## config.mk

```make
export PLATFORM = sky130hd
export DESIGN_NAME = shadd_selector
export DESIGN_NICKNAME = d
export VERILOG_FILES = /design/src/rtl/shadd_pkg.sv /design/src/rtl/shadd_priority.sv /design/src/rtl/shadd_operand_mux.sv /design/src/rtl/shadd_adder.sv /design/src/rtl/shadd_out_stage.sv /design/src/rtl/shadd_selector.sv
export SDC_FILE = /design/constraint.sdc
export NUM_CORES = 1
export LEC_CHECK = 0
export BUFFER_PORTS_ARGS = -buffer_cell sky130_fd_sc_hd__buf_2
export CAP_MARGIN = 20
export CORE_MARGIN = 2
export CORE_UTILIZATION = 43
export CTS_CLUSTER_SIZE = 28
export DETAILED_ROUTE_END_ITERATION = 6
export PLACE_DENSITY = 0.8
export SYNTH_ARGS = -nofsm -noshare
export SYNTH_HDL_FRONTEND = slang
export SYNTH_SLANG_ARGS = --single-unit
```

## constraint.sdc

```tcl
create_clock -name clk -period 2.72 [get_ports clk]
set_input_delay 0.136 -clock clk [delete_from_list [all_inputs] [get_ports clk]]
set_output_delay 0.136 -clock clk [all_outputs]
set_load 0.02 [all_outputs]
```

## src/rtl/shadd_pkg.sv

```systemverilog
package shadd_pkg;
  typedef enum logic [1:0] {
    PICK_AB  = 2'd0,
    PICK_AC  = 2'd1,
    PICK_INC = 2'd2
  } pick_e;
endpackage

```

## src/rtl/shadd_priority.sv

```systemverilog
module shadd_priority
  import shadd_pkg::*;
(
  input  logic  cond_hi,
  input  logic  cond_lo,
  output pick_e pick
);
  always_comb begin
    if (cond_hi)      pick = PICK_AB;
    else if (cond_lo) pick = PICK_AC;
    else              pick = PICK_INC;
  end
endmodule

```

## src/rtl/shadd_operand_mux.sv

```systemverilog
module shadd_operand_mux
  import shadd_pkg::*;
#(
  parameter int W = 8
) (
  input  pick_e        pick,
  input  logic [W-1:0] va,
  input  logic [W-1:0] vb,
  input  logic [W-1:0] vc,
  input  logic [W-1:0] vd,
  output logic [W-1:0] lhs,
  output logic [W-1:0] rhs
);
  localparam logic [W-1:0] STEP = W'(1);

  always_comb begin
    unique case (pick)
      PICK_AB:  begin lhs = va; rhs = vb;   end
      PICK_AC:  begin lhs = va; rhs = vc;   end
      default:  begin lhs = vd; rhs = STEP; end
    endcase
  end
endmodule

```

## src/rtl/shadd_adder.sv

```systemverilog
module shadd_adder #(
  parameter int W = 8
) (
  input  logic [W-1:0] lhs,
  input  logic [W-1:0] rhs,
  output logic [W-1:0] total
);
  localparam int WF = W + 1;
  logic [WF-1:0] full;

  assign full  = {1'b0, lhs} + {1'b0, rhs};
  assign total = full[W-1:0];
endmodule

```

## src/rtl/shadd_out_stage.sv

```systemverilog
module shadd_out_stage #(
  parameter int W = 8
) (
  input  logic         clk,
  input  logic         rst,
  input  logic         in_vld,
  output logic         in_rdy,
  input  logic [W-1:0] din,
  output logic         out_vld,
  input  logic         out_rdy,
  output logic [W-1:0] out_data
);
  logic         vld_q;
  logic [W-1:0] data_q;
  logic         take;

  assign in_rdy   = !vld_q || out_rdy;
  assign take     = in_vld && in_rdy;
  assign out_vld  = vld_q;
  assign out_data = data_q;

  always_ff @(posedge clk) begin
    if (rst) begin
      vld_q  <= 1'b0;
      data_q <= '0;
    end else if (take) begin
      vld_q  <= 1'b1;
      data_q <= din;
    end else if (out_rdy) begin
      vld_q  <= 1'b0;
    end
  end

  p_load_r7: assert property (@(posedge clk) disable iff (rst)
    (in_vld && in_rdy) |=> (out_vld && out_data == $past(din)));

  p_hold_r8: assert property (@(posedge clk) disable iff (rst)
    (out_vld && !out_rdy) |=> (out_vld && $stable(out_data)));

  p_noready_r8: assert property (@(posedge clk) disable iff (rst)
    (out_vld && !out_rdy) |-> !in_rdy);

  p_clear_r9: assert property (@(posedge clk)
    $past(rst) |-> (!out_vld && out_data == '0));

  p_drain_r10: assert property (@(posedge clk) disable iff (rst)
    (out_vld && out_rdy && !in_vld) |=> !out_vld);
endmodule

```

## src/rtl/shadd_selector.sv

```systemverilog
module shadd_selector
  import shadd_pkg::*;
#(
  parameter int W = 8
) (
  input  logic         clk,
  input  logic         rst,
  input  logic         in_vld,
  output logic         in_rdy,
  input  logic [W-1:0] opa,
  input  logic [W-1:0] opb,
  input  logic [W-1:0] opc,
  input  logic [W-1:0] opd,
  input  logic         sel_first,
  input  logic         sel_second,
  output logic [W-1:0] sum_now,
  output logic         out_vld,
  input  logic         out_rdy,
  output logic [W-1:0] out_sum
);
  pick_e        pick;
  logic [W-1:0] lhs, rhs;

  shadd_priority u_prio (
    .cond_hi(sel_first), .cond_lo(sel_second), .pick(pick)
  );

  shadd_operand_mux #(.W(W)) u_mux (
    .pick(pick), .va(opa), .vb(opb), .vc(opc), .vd(opd),
    .lhs(lhs), .rhs(rhs)
  );

  shadd_adder #(.W(W)) u_add (
    .lhs(lhs), .rhs(rhs), .total(sum_now)
  );

  shadd_out_stage #(.W(W)) u_out (
    .clk(clk), .rst(rst), .in_vld(in_vld), .in_rdy(in_rdy),
    .din(sum_now), .out_vld(out_vld), .out_rdy(out_rdy),
    .out_data(out_sum)
  );

  p_sum_ab_r1: assert property (@(posedge clk) disable iff (rst)
    sel_first |-> sum_now == W'(opa + opb));

  p_sum_ac_r2: assert property (@(posedge clk) disable iff (rst)
    (!sel_first && sel_second) |-> sum_now == W'(opa + opc));

  p_sum_inc_r3: assert property (@(posedge clk) disable iff (rst)
    (!sel_first && !sel_second) |-> sum_now == W'(opd + W'(1)));

  p_priority_r4: assert property (@(posedge clk) disable iff (rst)
    (sel_first && sel_second) |-> sum_now != W'(opa + opc) || opb == opc);
endmodule

```

==> reports/metrics.cfg <==
[cts]
cts_root_buf=clkbuf_4
cts.clk_slew.worst_paths_ns=0.07
ctsHoldBuffers=0
h-tree-depth=1
clock_path_buffers=2
cts_resized=0
cts_buffers=3
clock_sinks=9
cts_tree=yes
cts_setup_buffers=0
clk_latency_ns=0.27

[worst_setup_path]
cpLargestDelayFamily=adder cells
path_max_fanout=19
crit_buf_inv=3
crit_required_ns=2.58
critPathMaxStageDelay_ns=0.40
cp-end-kind=primary output
crit_type=input port to primary output
crit_chain=buf_2 -> nor2_4 -> mux2_2 -> ha_1 -> inv_1 -> fa_1 -> nor2b_1 -> o21ai_1 -> a21oi_1 -> nor2_1 -> xnor2_1 -> buf_2
cp.arrival_ns=2.25
cp-start-kind=input port
crit_top_cell=buf_2
crit_slowest_cell=fa_1

[detailed_routing]
ant_nets=0
wl_per_cell_um=11.1
drt_iter0_markers=12
vias_per_cell=5.08
wl_um=2250
drt_first_pass_iters=4
vias=1026
drc_errors=0

[place]
io_buffers=55
pre_cts_ws_ns=0.317
gp_congestion=0.827
place_hpwl_um=1880
dp.cells=198

[finish]
fin_nets=222
drive_gt1_frac=0.406
diodes=0
instances_no_fill=202
syn_to_final_growth_pct=32.9
n_fill_cell=193

[pwr]
p_switching_uw=232
vdd_drop_max_mv=0.308
p_per_area_nw_per_um2=456
p_leak_nw=0.613
p_clk_frac=0.192
p_sw_frac=0.417
p_seq_frac=0.275
comb_power_share=0.532
p_int_uw=324
power.total_uw=556

[synth]
synth_ff_type=dfxtp_1
syn_inst=122
syn_avg_cell_area_um2=7.52
synth_cell_types=36
synth_edf_count=0
ys_seq_area_frac=0.196
netlist_area_um2=917
async_flop_share=0
yosysWarnings=0
synth_nets=168
synth-seq-cells=9

[global_route]
gr-usage-met2=0.373
grt-busiest-layer=met2
gr-total-overflow=0
antenna_found_initial=0
grt_util_met1=0.198
use_met3=0.0387
grt_max_degree=20
grt.total_usage=0.192
first_global_vias=971
grt_pass1_wl_um=3840

[timing]
hold_slack_ns=0.111
finalMaxSlewViolations=0
finalClockSkew_ns=0.00436
fin_crit_ns=2.38
fin_tns_setup_ns=0
max_slew_margin=0.748
finalCritPeriodShare=0.876
fmax_ghz=0.420
tightest_slew_ns=0.377
rsz0062_at_grt=no
setup_violations=0
worst_slack_ns=0.337
hold_violations=0

[run_status]
status=complete, no violations

[die]
start_util=0.463
core_area_um2=1980
die_h_um=50.2
die_x_um=50.2
ios=56
num_rows=16
die_area_um2=2520

[job]
maxCapViolations=0

[hold_path]
hold_path.class=input port to flip-flop

[layer usage]
metal | up-vias | part of all wire
li1 | 533 | -
met1 | 459 | 0.41
met2 | 28 | 0.52
met3 | 6 | 0.049
met4 | 0 | 0.023
met5 | - | 0
[Yosys cell counts, types with 2 or more instances]
library cell   n  area (µm²)
a21oi_1        7        35.0
o21ai_1        2        10.0
nand2_1       24        90.1
ha_1           7        87.6
nor2b_1        4        25.0
clkbuf_1       3        11.3
nor2_1         8        30.0
a31oi_1        2        12.5
a211oi_1       2        15.0
nor3_1         2        10.0
nor4b_1        3        26.3
mux2_2         7        78.8
xnor2_1        5        43.8
o21ai_0       11        55.1
dfxtp_1        9         180
inv_1          6        22.5
[power by group through the flow]
stage	registers (mW)	clock network [mW]	logic, mW
after detailed placement	0.156	0	0.296
final	0.153	0.107	0.296
after CTS	0.153	0.109	0.298
after global placement	0.156	0	0.291
after floorplan	0.175	0	0.188
after global routing	0.155	0.117	0.325
[final timing paths]
check,startpoint,endpoint,slack (ns),cells after the start
max,sel_first,sum_now[6],0.34,12
min,in_vld,u_out.out_vld,0.11,3
max reg2reg,u_out.out_vld,u_out.out_data[6],1.45,5
min reg2reg,u_out.out_data[0],u_out.out_data[0],0.46,2
[per-stage QoR]
step | cell area [µm²] | utilization
3_5_place_dp | 1190 | 0.601
2_1_floorplan | 917 | -
6_report | 1220 | 0.615
4_1_cts | 1220 | 0.615
5_1_grt | 1220 | 0.615
3_3_place_gp | 1190 | 0.601
[sequential cells by signal, summed over array words and instances, names as in the netlist]
| name | cells |
|---|---|
| u_out.out_vld | 1 |
| u_out.out_data | 8 |
[cell usage in the layout (no fill, tap or decap), drive strengths merged, types with 2 or more instances in the layout]
cell type  instances
dfxtp              9
a31oi              2
clkbuf             3
inv                6
nor2               9
ha                 7
o21ai             13
mux2               7
a21oi              8
nor2b              4
buf               55
xnor2              5
nor3               2
a211oi             3
nor4b              3
nand2             24
[cell families after synthesis]
logic type	after synthesis	share of synthesized area
and+or+nand+nor	48	0.257
buffers and inverters	12	0.0628
muxes	8	0.0969
DFF	9	0.196
xor gates and xnor gates	5	0.0477
AOI/OAI and AO/OA	32	0.222
adders and majority gates	8	0.117
[worst min-delay path: cells and delay by family]
family	cells	cell delay [ns]
buffers and inverters	2	0.15
AO/OA/AOI/OAI	1	0.05
[area by class of cell]
type,count,area (µm²),share of cell area
sequential,9,180,0.148
clock inverter,1,5.00,0.00411
inverter,6,22.5,0.0185
multi-input combinational,101,679,0.557
tap,27,33.8,0.0277
clock buffer,3,22.5,0.0185
timing repair buffer,55,275,0.226
(Power assumes the default switching activity.)
